$ cat src/rtl/audclk_pkg.sv
`timescale 1ns/1ps
package audclk_pkg;
    typedef enum logic [1:0] {
        MODE_EXTIN  = 2'd0,
        MODE_CHAIN  = 2'd1,
        MODE_BYPASS = 2'd2
    } clk_mode_e;

    typedef enum logic {
        PH_LOW  = 1'b0,
        PH_HIGH = 1'b1
    } phase_e;

    typedef struct packed {
        logic src_ext;
        logic bypass;
        logic dir_out;
        logic pre8;
    } ctrl_t;

    localparam logic [1:0] ADDR_CTRL = 2'd0;
    localparam logic [1:0] ADDR_MDIV = 2'd1;
    localparam logic [1:0] ADDR_BDIV = 2'd2;
endpackage

$ cat src/rtl/audclk_cfg.sv
`timescale 1ns/1ps
module audclk_cfg
    import audclk_pkg::*;
#(
    parameter int DATA_W = 8,
    parameter int PM_W   = 8,
    parameter int FP_W   = 4
) (
    input  logic              clk,
    input  logic              rst,
    input  logic              wr_en,
    input  logic [1:0]        wr_addr,
    input  logic [DATA_W-1:0] wr_data,
    output ctrl_t             ctrl,
    output logic [PM_W-1:0]   pm_field,
    output logic [FP_W-1:0]   fp_field,
    output clk_mode_e         mode
);
    localparam int CTRL_W = $bits(ctrl_t);

    logic unused_hi_bits;
    assign unused_hi_bits = ^wr_data;

    always_ff @(posedge clk) begin
        if (rst) begin
            ctrl     <= '0;
            pm_field <= '0;
            fp_field <= '0;
        end else if (wr_en) begin
            unique case (wr_addr)
                ADDR_CTRL: ctrl     <= ctrl_t'(wr_data[CTRL_W-1:0]);
                ADDR_MDIV: pm_field <= wr_data[PM_W-1:0];
                ADDR_BDIV: fp_field <= wr_data[FP_W-1:0];
                default:   ;
            endcase
        end
    end

    always_comb begin
        if (!ctrl.dir_out)
            mode = MODE_EXTIN;
        else if (ctrl.bypass && ctrl.src_ext)
            mode = MODE_BYPASS;
        else
            mode = MODE_CHAIN;
    end


    spare_addr_chk: assert property (@(posedge clk) disable iff (rst)
        (wr_en && wr_addr == 2'd3) |=> ($stable(ctrl) && $stable(pm_field) && $stable(fp_field)));
endmodule

$ cat src/rtl/audclk_sync.sv
`timescale 1ns/1ps
module audclk_sync #(
    parameter int STAGES = 2
) (
    input  logic clk,
    input  logic rst,
    input  logic pin_i,
    output logic level_o,
    output logic rise_o
);
    logic [STAGES:0] pipe;
    logic            prev_q;

    assign pipe[0] = pin_i;

    for (genvar i = 0; i < STAGES; i++) begin : g_stage
        always_ff @(posedge clk) begin
            if (rst) pipe[i+1] <= 1'b0;
            else     pipe[i+1] <= pipe[i];
        end
    end

    always_ff @(posedge clk) begin
        if (rst) prev_q <= 1'b0;
        else     prev_q <= pipe[STAGES];
    end

    assign level_o = pipe[STAGES];
    assign rise_o  = pipe[STAGES] & ~prev_q;
endmodule

$ cat src/rtl/audclk_upper.sv
`timescale 1ns/1ps
module audclk_upper
    import audclk_pkg::*;
#(
    parameter int PM_W      = 8,
    parameter int PRE_RATIO = 8
) (
    input  logic            clk,
    input  logic            rst,
    input  logic            en,
    input  logic            pre8,
    input  logic [PM_W-1:0] pm_field,
    output logic            mclk_q,
    output logic            rise_tick
);
    localparam int PRE_W = (PRE_RATIO > 1) ? $clog2(PRE_RATIO) : 1;

    logic            pre_tick;
    logic            pm_tick;
    logic [PM_W-1:0] pm_cnt, pm_cnt_n;
    phase_e          st, st_n;

    if (PRE_RATIO > 1) begin : g_pre
        logic [PRE_W-1:0] pre_cnt, pre_cnt_n;
        always_comb begin
            pre_tick = en && (!pre8 || pre_cnt == '0);
            if (en && pre8)
                pre_cnt_n = (pre_cnt == '0) ? PRE_W'(PRE_RATIO - 1) : pre_cnt - 1'b1;
            else
                pre_cnt_n = '0;
        end
        always_ff @(posedge clk) begin
            if (rst) pre_cnt <= '0;
            else     pre_cnt <= pre_cnt_n;
        end
    end else begin : g_nopre
        logic unused_pre;
        assign unused_pre = pre8;
        assign pre_tick   = en;
    end

    always_comb begin
        pm_tick  = 1'b0;
        pm_cnt_n = pm_cnt;
        if (pre_tick) begin
            if (pm_cnt == '0) begin
                pm_tick  = 1'b1;
                pm_cnt_n = pm_field;
            end else begin
                pm_cnt_n = pm_cnt - 1'b1;
            end
        end
    end

    always_comb begin
        st_n = st;
        if (pm_tick) begin
            unique case (st)
                PH_LOW:  st_n = PH_HIGH;
                PH_HIGH: st_n = PH_LOW;
            endcase
        end
    end

    always_ff @(posedge clk) begin
        if (rst || !en) begin
            pm_cnt <= '0;
            st     <= PH_LOW;
        end else begin
            pm_cnt <= pm_cnt_n;
            st     <= st_n;
        end
    end

    always_comb begin
        mclk_q    = (st == PH_HIGH);
        rise_tick = pm_tick && (st == PH_LOW);
    end


    idle_low_chk: assert property (@(posedge clk) disable iff (rst)
        !en |=> !mclk_q);


    toggle_on_tick_chk: assert property (@(posedge clk) disable iff (rst)
        (!$stable(mclk_q) && $past(en)) |-> $past(pre_tick));
endmodule

$ cat src/rtl/audclk_lower.sv
`timescale 1ns/1ps
module audclk_lower
    import audclk_pkg::*;
#(
    parameter int FP_W = 4
) (
    input  logic            clk,
    input  logic            rst,
    input  logic            tick,
    input  logic [FP_W-1:0] fp_field,
    input  logic            ref_lvl,
    output logic            bclk_o
);
    logic [FP_W-1:0] fp_act, fp_act_n;
    logic [FP_W-1:0] cnt, cnt_n;
    logic [FP_W:0]   ratio_act;
    phase_e          st, st_n;

    assign ratio_act = {1'b0, fp_act} + 1'b1;

    always_comb begin
        st_n     = st;
        cnt_n    = cnt;
        fp_act_n = fp_act;
        if (tick) begin
            unique case (st)
                PH_LOW: begin
                    if (cnt == '0 || fp_act == '0) begin
                        fp_act_n = fp_field;
                        st_n     = PH_HIGH;
                        cnt_n    = fp_field >> 1;
                    end else begin
                        cnt_n = cnt - 1'b1;
                    end
                end
                PH_HIGH: begin
                    if (fp_act == '0) begin
                        fp_act_n = fp_field;
                        cnt_n    = fp_field >> 1;
                    end else if (cnt == '0) begin
                        st_n  = PH_LOW;
                        cnt_n = FP_W'((ratio_act >> 1) - 1'b1);
                    end else begin
                        cnt_n = cnt - 1'b1;
                    end
                end
            endcase
        end
    end

    always_ff @(posedge clk) begin
        if (rst) begin
            st     <= PH_LOW;
            cnt    <= '0;
            fp_act <= '0;
        end else begin
            st     <= st_n;
            cnt    <= cnt_n;
            fp_act <= fp_act_n;
        end
    end

    always_comb begin
        if (fp_act == '0) bclk_o = ref_lvl;
        else              bclk_o = (st == PH_HIGH);
    end


    ratio_hold_chk: assert property (@(posedge clk) disable iff (rst)
        !tick |=> $stable(fp_act));


    rise_on_tick_chk: assert property (@(posedge clk) disable iff (rst)
        $rose(st == PH_HIGH) |-> $past(tick));
endmodule

$ cat src/rtl/audclk_divchain.sv
`timescale 1ns/1ps
module audclk_divchain
    import audclk_pkg::*;
#(
    parameter int DATA_W      = 8,
    parameter int PM_W        = 8,
    parameter int FP_W        = 4,
    parameter int PRE_RATIO   = 8,
    parameter int SYNC_STAGES = 2
) (
    input  logic              clk,
    input  logic              rst,
    input  logic              wr_en,
    input  logic [1:0]        wr_addr,
    input  logic [DATA_W-1:0] wr_data,
    input  logic              mclk_pin_i,
    output logic              mclk_o,
    output logic              mclk_oe,
    output logic              bclk_o
);
    ctrl_t           ctrl;
    clk_mode_e       mode;
    logic [PM_W-1:0] pm_field;
    logic [FP_W-1:0] fp_field;
    logic            chain_en;
    logic            mclk_div, div_rise;
    logic            pin_lvl, pin_rise;
    logic            low_tick, ref_lvl;

    audclk_cfg #(.DATA_W(DATA_W), .PM_W(PM_W), .FP_W(FP_W)) u_cfg (
        .clk(clk), .rst(rst), .wr_en(wr_en), .wr_addr(wr_addr), .wr_data(wr_data),
        .ctrl(ctrl), .pm_field(pm_field), .fp_field(fp_field), .mode(mode)
    );

    assign chain_en = (mode == MODE_CHAIN);

    audclk_upper #(.PM_W(PM_W), .PRE_RATIO(PRE_RATIO)) u_upper (
        .clk(clk), .rst(rst), .en(chain_en), .pre8(ctrl.pre8), .pm_field(pm_field),
        .mclk_q(mclk_div), .rise_tick(div_rise)
    );

    audclk_sync #(.STAGES(SYNC_STAGES)) u_sync (
        .clk(clk), .rst(rst), .pin_i(mclk_pin_i), .level_o(pin_lvl), .rise_o(pin_rise)
    );

    always_comb begin
        unique case (mode)
            MODE_BYPASS: begin
                mclk_o   = clk;
                mclk_oe  = 1'b1;
                low_tick = 1'b1;
                ref_lvl  = clk;
            end
            MODE_CHAIN: begin
                mclk_o   = mclk_div;
                mclk_oe  = 1'b1;
                low_tick = div_rise;
                ref_lvl  = mclk_div;
            end
            default: begin
                mclk_o   = 1'b0;
                mclk_oe  = 1'b0;
                low_tick = pin_rise;
                ref_lvl  = pin_lvl;
            end
        endcase
    end

    audclk_lower #(.FP_W(FP_W)) u_lower (
        .clk(clk), .rst(rst), .tick(low_tick), .fp_field(fp_field),
        .ref_lvl(ref_lvl), .bclk_o(bclk_o)
    );


    pin_quiet_chk: assert property (@(posedge clk) disable iff (rst)
        !mclk_oe |-> !mclk_o);
endmodule

$ cat config.mk
export PLATFORM = sky130hd
export DESIGN_NAME = audclk_divchain
export DESIGN_NICKNAME = d
export VERILOG_FILES = /design/src/rtl/audclk_pkg.sv /design/src/rtl/audclk_cfg.sv /design/src/rtl/audclk_sync.sv /design/src/rtl/audclk_upper.sv /design/src/rtl/audclk_lower.sv /design/src/rtl/audclk_divchain.sv
export SDC_FILE = /design/constraint.sdc
export NUM_CORES = 1
export LEC_CHECK = 0
export BUFFER_PORTS_ARGS = -buffer_cell sky130_fd_sc_hd__buf_2
export CAP_MARGIN = 15
export CORE_MARGIN = 2
export CORE_UTILIZATION = 64
export DETAILED_ROUTE_END_ITERATION = 8
export GPL_TIMING_DRIVEN = 0
export PLACE_DENSITY_LB_ADDON = 0.05
export SETUP_SLACK_MARGIN = 0.5
export SLEW_MARGIN = 20
export SYNTH_ARGS = -nofsm -noshare
export SYNTH_HDL_FRONTEND = slang
export SYNTH_HIERARCHICAL = 1
export SYNTH_SLANG_ARGS = --single-unit
export TNS_END_PERCENT = 20
$ cat constraint.sdc
create_clock -name clk -period 3.96 [get_ports clk]
set_clock_uncertainty 0.2 [all_clocks]
set_input_delay 0.792 -clock clk [delete_from_list [all_inputs] [get_ports clk]]
set_output_delay 0.792 -clock clk [all_outputs]
set_load 0.01 [all_outputs]
Yosys cells after proc, flatten, opt, wreduce, memory -nomap -nowiden
Cells that the tools add are included.
{"block": "op_classes", "n_addsub": 5, "eq_ne": 6, "muxes": 23, "n_bitwise": 5, "n_reduce_logical": 20}
{"cell": "4-bit 2-to-1 mux", "n": 5}
{"cell": "4-bit one-hot mux with 2 select lines", "n": 2}
{"cell": "1-bit one-hot mux with 2 select lines", "n": 5}
{"cell": "4-bit zero test", "n": 2}
{"cell": "8-bit zero test", "n": 1}
{"cell": "8-bit 2-to-1 mux", "n": 1}
{"cell": "4-bit by 1-bit subtractor with 4-bit output (second input constant)", "n": 2}
{"cell": "8-bit by 1-bit subtractor with 8-bit output (second input constant)", "n": 1}
{"cell": "1-bit 2-to-1 mux", "n": 7}
{"cell": "2-bit AND reduction", "n": 3}
{"cell": "4-bit by 1-bit adder with 5-bit output (second input constant)", "n": 1}
{"cell": "2-bit by 1-bit == test with 1-bit output (second input constant)", "n": 2}
{"cell": "2-bit == test (second input constant)", "n": 2}
{"cell": "1-bit logical AND", "n": 4}
{"cell": "2-bit 2-to-1 mux", "n": 2}
{"cell": "1-bit NOT", "n": 4}
{"cell": "2-bit OR reduction", "n": 2}
{"cell": "3-bit zero test", "n": 1}
{"cell": "1-bit logical OR", "n": 3}
{"cell": "3-bit 2-to-1 mux", "n": 1}
{"cell": "3-bit AND reduction", "n": 1}
{"cell": "3-bit by 1-bit subtractor with 3-bit output (second input constant)", "n": 1}
{"cell": "1-bit zero test", "n": 2}
{"cell": "2-bit zero test", "n": 1}
{"cell": "3 further kinds", "n": 3}
{"block": "word_totals", "ff_bits": 40, "input_bits": 14, "out_inout_bits": 3, "elab_cells": 74}

Depth between registers and ports, before layout
Gate-level depths: netlist of run 1.
{"block": "depth", "depth_word": 9, "ltp_mapped": 13, "ltp_nobuf": 12}

Modules after synthesis
Netlist of run 1, hierarchy kept.
{"mod": "audclk_upper", "instances": 1, "cells_each": 84, "area_each_um2": 714.4}
{"mod": "audclk_cfg", "instances": 1, "cells_each": 65, "area_each_um2": 705.7}
{"mod": "audclk_lower", "instances": 1, "cells_each": 79, "area_each_um2": 675.6}
{"mod": "audclk_sync", "instances": 1, "cells_each": 7, "area_each_um2": 87.6}
{"mod": "audclk_divchain", "instances": 1, "cells_each": 13, "area_each_um2": 85.1}

==> results.md, run 1 <==
- The run finished, with violations left.
- The checks that failed: negative setup slack.
- During synthesis, Yosys emitted a total of 6 warnings.
- The number of cells produced by synthesis is approximately 250.
- After layout, the worst setup slack is -0.1686 ns.
- After the first detailed-routing iteration, the DRC count stood at about 160.
- Yosys attributes the largest share of cell area to sky130_fd_sc_hd__dfxtp_1, sky130_fd_sc_hd__mux2i_1, sky130_fd_sc_hd__nand2b_1, sky130_fd_sc_hd__ha_1, sky130_fd_sc_hd__inv_1.
- Max-cap violations in this run came to 0.
- For this run, the slowest stage of the critical path takes approximately 0.14 ns.
- The worst slew margin relative to its limit is a little over half.
- The worst hold margin is 0.2355 ns.
- The total vias in the final route is approximately 1900.
- The largest net degree at the start of global routing is 13.
- The arrival time of data at the critical path endpoint is between 3 and 4 ns.
- The HPWL after detailed placement is between 3000 and 4000 µm.
- The flop and latch count out of synthesis is 40.
- Among all stages on the critical path, the largest delay is contributed by sky130_fd_sc_hd__buf_4.
- Walking the worst path, the cells encountered are buf_8 > buf_8 > buf_8 > buf_8 > buf_8 > a22oi_2 > buf_4 > buf_8 > a21oi_2 > nand2_1 > nand2_1 > buf_2.
- The data required time of the critical path is approximately 3.0 ns.
- The most numerous cell in the Yosys netlist is sky130_fd_sc_hd__dfxtp_1.
- The synthesized design contains 0 enable-type register cells.
- Compared with the post-synthesis result, the final layout area differs by 16.49%.
- At the pin with the least slew margin, the transition time is a little over 0.7 ns.
- The final core utilization is 78.57%.
- The ratio of cells with drive above 1 in the final layout is roughly a fifth.
- The number of antenna diodes in the final layout is 0.
- Each instance of the synthesized netlist takes up on average between 9 and 10 µm².
- The unique cell type count in the Yosys netlist is between 50 and 60.
- The final-report setup violation count is 2.
- For the worst-skew pair, the clock arrives at the later sink with an insertion delay of approximately 0.45 ns.
- The number of hold violations in the final report is 0.
- The synthesized design devotes to its leading area cell type roughly a third of total area.
- When the netlist entered floorplanning its net count stood at ~270.
- The number of global-route vias before repair is between 1500 and 2000.
- The average routed wire per standard cell is roughly 15 µm.
- The worst setup path is captured at an output port.
- The TritonCTS clock tree is yes.
- After floorplanning, the core was divided into 21 placement rows.
- The count of final max-slew check failures is 0.
- Along the worst path, the maximum fanout reaches 2.
- The post-layout instance count excluding filler cells is 330.
- The leakage dissipation is 1.084 nW.
- Of all flip-flops after synthesis, the portion carrying an async set or reset was 0%.
- After detailed routing, the number of remaining DRC violations is 0.
- After synthesis, the most frequently instantiated cells are sky130_fd_sc_hd__dfxtp_1, sky130_fd_sc_hd__nand2b_1, sky130_fd_sc_hd__mux2i_1, sky130_fd_sc_hd__inv_1, sky130_fd_sc_hd__nor2_1.
- The number of iterations in the first detailed-routing pass is 7.
- The areal power density over the cells is 376.9 mW/mm².
- Of all cell types, the one taking the most synthesized area is sky130_fd_sc_hd__dfxtp_1.
- The class of the tightest hold or removal check is flip-flop to flip-flop.
- The number of antenna violations at the first check in global routing is 0.
- The first-pass GRT wire length is between 8000 and 9000 µm.
- The depth of the most critical reg-to-reg path is 11.
- The number of top-level pins is 17.
- The type of element launching the critical path is a clock port.
- Measured along the x axis, the die boundary spans around 64 µm.
- The predominant post-synthesis flop cell is sky130_fd_sc_hd__dfxtp_1.
- Clock-pin slew was measured on the worst setup and hold paths at ~0.11 ns.
- The critical path start-end classification is clock port to output port.
- After global routing the overflow that remains totals 0.
- In this run the vertical extent of the chip is ~64 µm.
- The part of the Yosys area used for sequential elements is 35.30%.
- Using the TritonRoute via totals, the vias-per-cell ratio works out to 5.848.
- Input and output buffers added on the ports amount to 16.
- The floorplan die area is a little over 0.004 mm².
- Among the stages of the critical path, the cell type that occurs most often is sky130_fd_sc_hd__buf_8.
- For this configuration, the core starts out at a cell density of approximately 67%.
- Across the VDD grid, the largest voltage drop is around 0.25 mV.
- Timing analysis after detailed placement gives a worst setup slack of ~0.52 ns.
- The netlist area before placement is about 0.0023 mm².
- Once placement completed, the tool counted placed cells totaling 310.
- The final net count is just over 300.
- Counting instances, the worst hold path has a depth of 1.
- The total area inside the core boundary comes to approximately 0.0034 mm².
- Setup repair after global routing could not meet its margin everywhere.
- The overall routed net length is 4939 µm.
- The routability congestion estimate from global placement is slightly below 0.9.
- Global routing used between 20% and 30% of the available tracks.
- Once detail routing completed, the nets flagged for antenna violations numbered 0.
## layout make-up
type                            instances  area (µm²)
Multi-Input combinational cell        181        1345
Tap cell                               46       57.56
Buffer                                 10       68.82
Sequential cell                        40       800.8
Clock inverter                          1       30.03
Inverter                               17       63.81
Timing Repair Buffer                   14       70.07
Clock buffer                           21       206.4
Fill cell                             250       720.7
## flip-flops by register name, indices dropped and copies added, names as in the netlist, 3 cells and up
signal                 cells
u_cfg/pm_field             8
u_upper/pm_cnt             8
u_cfg/ctrl                 4
u_cfg/fp_field             4
u_lower/cnt                4
u_lower/fp_act             4
u_upper/g_pre.pre_cnt      3
## final timing paths
| check | startpoint | slack [ns] | to |
|---|---|---|---|
| setup / recovery | clk | -0.17 | bclk_o |
| hold / removal | u_upper/g_pre.pre_cnt[0]$_SDFF_PP0_ | 0.24 | u_upper/g_pre.pre_cnt[0]$_SDFF_PP0_ |
| setup reg to reg | u_cfg/ctrl[1]$_SDFFE_PP0P_ | 0.79 | u_lower/cnt[3]$_SDFFE_PP0P_ |
| hold reg to reg | u_upper/g_pre.pre_cnt[0]$_SDFF_PP0_ | 0.24 | u_upper/g_pre.pre_cnt[0]$_SDFF_PP0_ |
## worst max-delay path: cells and delay by family
kind	cells	cell delay (ns)
buffers and inverters	8	0.89
AO/OA/AOI/OAI	2	0.16
AND/OR/NAND/NOR	2	0.10
## cell families after synthesis
| family | share of synthesized area [%] |
|---|---|
| flip-flops | 35.30 |
| XOR/XNOR | 1.159 |
| multiplexers | 9.763 |
| AND/OR/NAND/NOR | 29.79 |
| buffers and inverters | 5.791 |
| AO/OA/AOI/OAI | 12.14 |
| adder cells (fa/ha/maj) | 6.067 |
## placed cells by master (no fill, tap or decap), drive strengths merged, types with 7 or more instances in the layout
| master | instances |
|---|---|
| a31oi | 7 |
| buf | 31 |
| clkbuf | 14 |
| dfxtp | 40 |
| ha | 11 |
| inv | 17 |
| mux2i | 21 |
| nand2 | 12 |
| nand2b | 26 |
| nand3 | 7 |
| nor2 | 15 |
| nor2b | 9 |
| o21ai | 15 |
## timing repair
action	4_1_cts	5_1_grt
hold buffers	0	0
pin swaps	3	3
setup buffers	1	1
endpoints found under the hold margin	0	0
setup endpoints to repair	2	3
resized for setup	8	9
cloned	0	0
## report_power, final
part / internal (mW) / switching (mW) / leakage [nW]
Combinational: 0.0372 / 0.0438 / 0.619
Clock: 0.313 / 0.183 / 0.141
Sequential: 0.412 / 0.00715 / 0.324
## stage by stage
step / setup TNS [ns] / total power [mW] / cell area, µm²
4_1_cts: -0.5933 / 0.9680 / 2626
5_1_grt: -0.4223 / 1.035 / 2643
3_3_place_gp: 0 / 0.5068 / 2406
6_report: -0.3188 / 0.9960 / 2643
2_1_floorplan: 0 / 0.4856 / 2268
3_5_place_dp: 0 / 0.5087 / 2406
## per-layer routing
| metal | vias up | global-route usage (%) | routed length (µm) |
|---|---|---|---|
| li1 | 947 | - | - |
| met1 | 913 | 35.01 | 2393 |
| met2 | 57 | 40.92 | 2228 |
| met3 | 13 | 9.107 | 214 |
| met4 | 0 | 17.93 | 103 |
| met5 | - | 0 | 0 |
Power figures use the tool's default switching activity.
==> inputs of run 2 (changes only) <==
CORE_UTILIZATION = 63   (was 64)
GPL_ROUTABILITY_DRIVEN = 1   (was unset)
SYNTH_HIERARCHICAL = unset   (was 1)
==> results.md, run 2 <==
- The internal power came to 698.3 µW (-8.4%).
- The switching power is 261.5 µW (+12%).
- The data required time of the critical path is 2.97 ns (about the same).
- The count of final max-slew check failures was 0 (unchanged).
- The fraction of registers with async set or reset after synthesis was 0% (unchanged).
- The largest net degree at the start of global routing was 15 (+2).
- The library cells used most frequently in the layout, excluding fill and tap cells, are sky130_fd_sc_hd__dfxtp_1, sky130_fd_sc_hd__nor2_1, sky130_fd_sc_hd__mux2i_1.
- The register-to-register setup slack is 1.87 ns (+1.08 ns).
- The total power consumption of the routed design came to 959.8 µW (-3.6%).
- Compared with the post-synthesis result, the final layout area differs by 16.01%.
- The path class of the tightest hold or removal check is flip-flop to flip-flop.
- The antenna diode count is 0 (unchanged).
- The most numerous cell in the Yosys netlist is sky130_fd_sc_hd__dfxtp_1.
- The number of DRC violations after detailed-routing iteration 0 is 112 (-31%).
- The cell count after placement is 298 (-3.9%).
- In the post-synthesis netlist, the biggest area contributors are sky130_fd_sc_hd__dfxtp_1, sky130_fd_sc_hd__mux2i_1, sky130_fd_sc_hd__ha_1, sky130_fd_sc_hd__nor2_1, sky130_fd_sc_hd__inv_1.
- The TritonCTS clock tree is yes.
- The vias per cell is 5.909 (+1.0%).
- The transition time at the pin with the least slew margin is 0.6680 ns (-0.03653 ns).
- The part of the Yosys area used for sequential elements is 37.80% (+2.5 points).
- The leakage dissipation is 1.030 nW (-5.0%).
- The final net count is 292 (-4.9%).
- The synthesized design spends more area on one cell type than any other, namely sky130_fd_sc_hd__dfxtp_1.
- The arrival time of data at the critical path endpoint came to 3.29 ns (+0.15 ns).
- The global-route congestion overflow total came to 0 (unchanged).
- The number of filler instances in the final layout is 257 (+2.8%).
- The netlist area before placement is 0.002118 mm² (-6.6%).
- The routability congestion estimate from global placement is 0.9053 (+3.4%).
- The clock-pin slew on the worst setup and hold paths is 0.12 ns (about the same).
- The final-report setup violation count is 2 (unchanged).
- The biggest fanout along the worst timing path is 2 (unchanged).
- The fraction of power consumed by combinational cells came to 10.3% (+2.2 points).
- The share of total power consumed by net switching is 27.24% (+3.8 points).
- The areal power density over the cells is 390.6 mW/mm² (+3.6%).
- The worst slew margin relative to its limit is 55.37% (+2.5 points).
- Setup repair after global routing could not meet its margin everywhere.
- The overall routed net length is 4802 µm (-2.8%).
- The total vias in the final route came to 1879 (-2.6%).
- The number of hold violations in the final report was 0 (unchanged).
- The Yosys warning count came to 0 (-6).
- The maximum resistive drop on vdd was 0.3232 mV (+28%).
- The average routed wire per standard cell is 15.10 µm (+0.90%).
- The unique cell type count in the Yosys netlist is 48 (-9.4%).
- The placement-stage cell area is 0.002256 mm² (-6.2%).
- The critical path is of the clock port to output port type.
- The floorplan die area is 0.003842 mm² (-4.8%).
- The run finished, with violations left.
- The final reports fail on negative setup slack.
- The global-route usage over all layers is 28.27% (+0.35 points).
- The number of top-level pins came to 17 (unchanged).
- The flop and latch count out of synthesis is 40 (unchanged).
- The commonest cells after synthesis are sky130_fd_sc_hd__dfxtp_1, sky130_fd_sc_hd__nor2_1, sky130_fd_sc_hd__mux2i_1, sky130_fd_sc_hd__inv_1, sky130_fd_sc_hd__nand2_1.
- The DRC violation count after routing was 0 (unchanged).
- The largest registers in the layout are u_cfg.pm_field (8), u_upper.pm_cnt (8).
- The number of standard-cell rows in the floorplan is 21 (unchanged).
- The total of buffers placed on input and output ports is 16 (unchanged).
- The worst hold margin is 0.2525 ns (+0.01692 ns).
- The vertical die dimension was 61.99 µm (-2.4%).
- The number of iterations in the first detailed-routing pass is 5 (-2).
- The ratio of cells with drive above 1 in the final layout is 18.01% (-2.1 points).
- The count of flip-flops with a built-in enable after synthesis came to 0 (unchanged).
- The remaining antenna violation count was 0 (unchanged).
- The clock latency reported for the late side of the worst-skew pair came to 0.48 ns (+0.03 ns).
- The sequential cell fraction of total power is 44.2% (+2.1 points).
- The total nets after synthesis came to 258 (-5.5%).
- The first-pass GRT wire length came to 7728 µm (-9.2%).
- The worst setup path is launched from a clock port.
- The final instance area is 0.002457 mm² (-7.0%).
- The clock power share is 45.4% (-4.4 points).
- The proportion of netlist area held by the largest area contributor came to 37.80% (+2.5 points).
- The HPWL after detailed placement is 3308 µm (+0.97%).
- The number of cells produced by synthesis is 236 (-4.8%).
- The most common library cell in the layout ignoring fill and taps is sky130_fd_sc_hd__dfxtp_1.
- The worst setup margin is -0.3203 ns (-0.1517 ns).
- The starting utilization of the core area is 64.50% (-3.0 points).
- STA classifies the critical path endpoint as an output port.
- The core footprint is 0.003284 mm² (-2.3%).
- The post-layout instance count excluding filler cells was 318 (-3.6%).
- The width of the chip is 61.99 µm (-2.4%).
- In the synthesized netlist the dominant register cell turns out to be sky130_fd_sc_hd__dfxtp_1.
- The number of global-route vias before repair is 1665 (-13%).
- The number of max-capacitance violations reported was 0 (unchanged).
- The number of antenna violations at the first check in global routing is 0 (unchanged).
- The final core utilization came to 74.82% (-3.8 points).
- The mean instance size in the synthesized netlist was 8.976 µm² (-1.9%).
run 2: cell count changes after synthesis, moves of 4 or more:
cell,before,now
sky130_fd_sc_hd__buf_6,4,0
sky130_fd_sc_hd__nor2_1,14,26
sky130_fd_sc_hd__a21oi_1,4,11
sky130_fd_sc_hd__nor4b_1,4,0
sky130_fd_sc_hd__nand2_1,11,15
sky130_fd_sc_hd__nand2b_1,26,2
run 2: metrics by stage:
step	setup slack, ns	TNS [ns]
after floorplan	0.5811	0
after global placement	0.5029	0
after detailed placement	0.5043	0
after CTS	-0.4472	-0.8329
after global routing	-0.3697	-0.6659
final	-0.3203	-0.6024
run 2: critical path, stage by stage:
cell and delay, ns:
sky130_fd_sc_hd__buf_8 0.09, sky130_fd_sc_hd__buf_8 0.10, sky130_fd_sc_hd__buf_8 0.10, sky130_fd_sc_hd__buf_8 0.10, sky130_fd_sc_hd__buf_8 0.11, sky130_fd_sc_hd__buf_8 0.10, sky130_fd_sc_hd__mux2i_1 0.12, sky130_fd_sc_hd__buf_4 0.15
sky130_fd_sc_hd__buf_8 0.08, sky130_fd_sc_hd__a211o_1 0.12, sky130_fd_sc_hd__o21ai_1 0.06, sky130_fd_sc_hd__buf_2 0.16
run 2: final timing paths:
| check | cells past startpoint | to | start |
|---|---|---|---|
| worst max-delay path | 12 | bclk_o | clk |
| worst min-delay path | 1 | u_sync.level_o$_SDFF_PP0_ | u_sync.pipe[1]$_SDFF_PP0_ |
| worst max register to register | 6 | u_lower.st$_SDFFE_PP0P_ | u_upper.pm_cnt[0]$_SDFFE_PP0N_ |
| worst min register to register | 1 | u_sync.level_o$_SDFF_PP0_ | u_sync.pipe[1]$_SDFF_PP0_ |
run 2: cell families (layout without fill, tap and decap cells):
kind of cell / count (synthesis) / after routing / share of synthesized area [%]
buf+inv: 24 / 60 / 4.371
xor+xnor: 4 / 4 / 1.654
compound gates: 59 / 59 / 19.31
mux: 21 / 21 / 9.923
simple gates: 80 / 80 / 22.21
fa+ha+maj: 8 / 8 / 4.726
flops: 40 / 40 / 37.80
run 2: power groups by stage:
stage / logic, mW / clock network (mW) / registers, mW
2_1_floorplan: 0.0712 / 0.00203 / 0.430
3_3_place_gp: 0.0931 / 0.00269 / 0.433
3_5_place_dp: 0.0954 / 0.00269 / 0.433
4_1_cts: 0.0963 / 0.398 / 0.424
5_1_grt: 0.109 / 0.468 / 0.426
6_report: 0.0990 / 0.436 / 0.425
run 2: layer usage:
metal | share of wire (%) | track usage, %
met1 | 48 | 39.92
met2 | 43 | 37.05
met3 | 6.3 | 9.524
met4 | 2.4 | 16.11
met5 | 0 | 0
run 2: final cells by class:
class | count | area [µm²] | area share [%]
buffer | 8 | 32.53 | 1.324
multi-input combinational | 172 | 1225 | 49.85
clock inverter | 3 | 21.27 | 0.8656
tap | 46 | 57.56 | 2.342
sequential | 40 | 800.8 | 32.59
inverter | 16 | 60.06 | 2.444
clock buffer | 19 | 190.2 | 7.739
timing repair buffer | 14 | 70.07 | 2.851
run 2: timing repair:
item | CTS | global route
setup buffers | 1 | 0
pin swaps | 1 | 1
setup endpoints to repair | 2 | 2
resized for setup | 10 | 8
hold buffers | 0 | 0
==> inputs of run 3 (changes only) <==
CORE_UTILIZATION = 55   (was 63)
==> results.md, run 3 (same netlist as run 2, synthesis figures left out) <==
- The final reports fail on negative setup slack.
- The worst setup margin came to -0.2572 ns (+0.06318 ns).
- The flow ran to the end, but the final reports show violations.
- The core footprint came to 0.003689 mm² (+12%).
- The endpoint identified for the worst register-to-register timing path is u_lower.fp_act[2]$_SDFFE_PP0P_.
- The remaining antenna violation count came to 0 (unchanged).
- The total met2 wirelength after detailed routing was 2168 µm (+4.0%).
- The number of antenna violations at the first check in global routing was 0 (unchanged).
- In the layout the commonest cells are sky130_fd_sc_hd__dfxtp_1, sky130_fd_sc_hd__nor2_1, sky130_fd_sc_hd__mux2i_1.
- The areal power density over the cells is 438.3 mW/mm² (+12%).
- The global-route usage over all layers is 26.12% (-2.2 points).
- The hold path endpoint is u_upper.g_pre.pre_cnt[0]$_SDFF_PP0_.
- The floorplan die area is 0.004364 mm² (+14%).
- The highest metal layer carrying signal wires in the routed design is met4.
- The worst-path cell with the longest stage delay is sky130_fd_sc_hd__mux2i_2.
- The cell count after placement is 300 (+0.67%).
- The clock latency reported for the late side of the worst-skew pair is 0.39 ns (-0.09 ns).
- The average routed wire per standard cell came to 15.35 µm (+1.7%).
- The final net count is 291 (-0.34%).
- The maximum resistive drop on vdd is 0.2817 mV (-13%).
- The global-route congestion overflow total is 0 (unchanged).
- The critical path start-end classification is clock port to output port.
- The detailed route wirelength on metal3 is 265 µm (-12%).
- The number of standard-cell rows in the floorplan was 22 (+4.8%).
- The number of filler instances in the final layout came to 298 (+16%).
- The count of final max-slew check failures is 0 (unchanged).
- The final-report setup violation count came to 2 (unchanged).
- The worst slew margin relative to its limit is 60.65% (+5.3 points).
- The worst setup path is captured at an output port.
- The data required time of the critical path is 2.97 ns (about the same).
- The TritonCTS clock tree is yes.
- The number of DRC violations after detailed-routing iteration 0 was 147 (+31%).
- Counting stages on the worst path, the most repeated cell is sky130_fd_sc_hd__buf_8.
- The worst min-delay path startpoint is u_upper.g_pre.pre_cnt[0]$_SDFF_PP0_.
- Traced cell by cell, the critical path runs through buf_8 > buf_8 > buf_8 > buf_8 > buf_8 > mux2i_2 > clkbuf_8 > buf_8 > a211o_1 > o21ai_1 > buf_2.
- The total negative slack for setup checks is -0.4979 ns (+0.1046 ns).
- The ratio of cells with drive above 1 in the final layout is 17.78% (-0.24 points).
- The vias per cell came to 5.789 (-2.0%).
- The most common library cell in the layout ignoring fill and taps is sky130_fd_sc_hd__dfxtp_1.
- The vertical die dimension is 66.06 µm (+6.6%).
- The largest net degree at the start of global routing was 13 (-2).
- The delay of the slowest cell on the worst path is 0.16 ns (about the same).
- The HPWL after detailed placement is 3421 µm (+3.4%).
- The number of iterations in the first detailed-routing pass is 4 (-1).
- The transition time at the pin with the least slew margin is 0.5890 ns (-0.07900 ns).
- The number of top-level pins is 17 (unchanged).
- The register-to-register setup slack came to 1.85 ns (-0.02 ns).
- The arrival time of data at the critical path endpoint is 3.23 ns (-0.06 ns).
- The number of global-route vias before repair came to 1858 (+12%).
- The placement-stage cell area is 0.002258 mm² (+0.11%).
- In the final layout, the registers with the most flip-flops are u_cfg.pm_field (8), u_upper.pm_cnt (8).
- The overall routed net length is 4882 µm (+1.7%).
- The final instance area came to 0.002534 mm² (+3.1%).
- The type of element launching the critical path is a clock port.
- The leakage dissipation was 1.057 nW (+2.6%).
- The sequential cell area came to 800.8 µm² (unchanged).
- The class of the tightest hold or removal check is flip-flop to flip-flop.
- The depth of the most critical reg-to-reg path is 6 (unchanged).
- Setup repair after global routing could not meet its margin everywhere.
- The post-layout instance count excluding filler cells is 318 (unchanged).
- The met1 wire length is 2383 µm (+3.7%).
- The total vias in the final route is 1841 (-2.0%).
- The worst hold margin was 0.2429 ns (-0.009577 ns).
- The first-pass GRT wire length came to 8349 µm (+8.0%).
- The number of max-capacitance violations reported is 0 (unchanged).
- The clock-pin slew on the worst setup and hold paths is 0.07 ns (-0.05 ns).
- The number of cells traversed by the worst hold path is 1 (unchanged).
- The starting utilization of the core area is 57.43% (-7.1 points).
- The area taken by multi-input logic gates is 0.001229 mm² (+0.31%).
- The width of the chip is 66.06 µm (+6.6%).
- The antenna diode count came to 0 (unchanged).
- Compared with the post-synthesis result, the final layout area differs by 19.61%.
- The biggest fanout along the worst timing path is 2 (unchanged).
- The DRC violation count after routing came to 0 (unchanged).
- The worst slack at placement is 0.5092 ns (+0.004861 ns).
- The total of buffers placed on input and output ports is 16 (unchanged).
- The number of hold violations in the final report is 0 (unchanged).
- The routability congestion estimate from global placement is 0.8719 (-3.7%).
- The launch point of the worst reg-to-reg path is u_lower.cnt[0]$_SDFFE_PP0P_.
run 3: changes by cell type in the layout (fill, tap and decap cells not counted), sizes merged:
cell and delta:
bufinv +2, clkbuf +2, clkinvlp -1, inv -1, clkinv -1, buf -3
run 3: final cells by class:
class | count | share of cell area [%]
flip-flops and latches | 40 | 31.60
clock inverters | 2 | 2.370
well taps | 48 | 2.370
repair buffers | 14 | 2.765
plain buffers | 8 | 1.284
multi-input cells | 172 | 48.49
inverters | 16 | 2.370
clock buffers | 18 | 8.741
run 3: worst max-delay path by stage:
stage | slack, ns | cells past startpoint | to | startpoint
finish | -0.26 | 11 | bclk_o | clk
global route | -0.32 | 11 | bclk_o | clk
CTS | -0.35 | 11 | bclk_o | clk
detailed placement | 0.51 | 4 | bclk_o | clk
global placement | 0.50 | 4 | bclk_o | clk
floorplan | 0.58 | 3 | bclk_o | clk
run 3: stage by stage:
| step | power, mW | utilization, % |
|---|---|---|
| 2_1_floorplan | 0.5028 | - |
| 3_3_place_gp | 0.5306 | 61.23 |
| 3_5_place_dp | 0.5316 | 61.23 |
| 4_1_cts | 1.082 | 68.39 |
| 5_1_grt | 1.152 | 68.69 |
| 6_report | 1.111 | 68.69 |
run 3: critical path, delay by kind of cell:
family	cells	cell delay, ns
muxes	1	0.16
buffers and inverters	8	0.92
AOI/OAI and AO/OA	2	0.17
run 3: power breakdown:
group | internal, mW | switching, mW | leakage (nW)
Combinational | 0.0423 | 0.0556 | 0.575
Sequential | 0.414 | 0.0106 | 0.325
Clock | 0.404 | 0.184 | 0.157
Total | 0.860 | 0.250 | 1.06
run 3: repair_timing:
action,in CTS,in global routing
gates resized for setup,1,7
cloned,0,0
hold buffers,0,0
buffers inserted,1,0
setup endpoints to repair,2,2
pin swaps,1,1
run 3: routing by layer:
metal,up-vias,global-route usage [%]
met3,9,8.177
met2,61,36.74
met4,0,14.80
met5,-,0
met1,855,35.11
li1,916,-
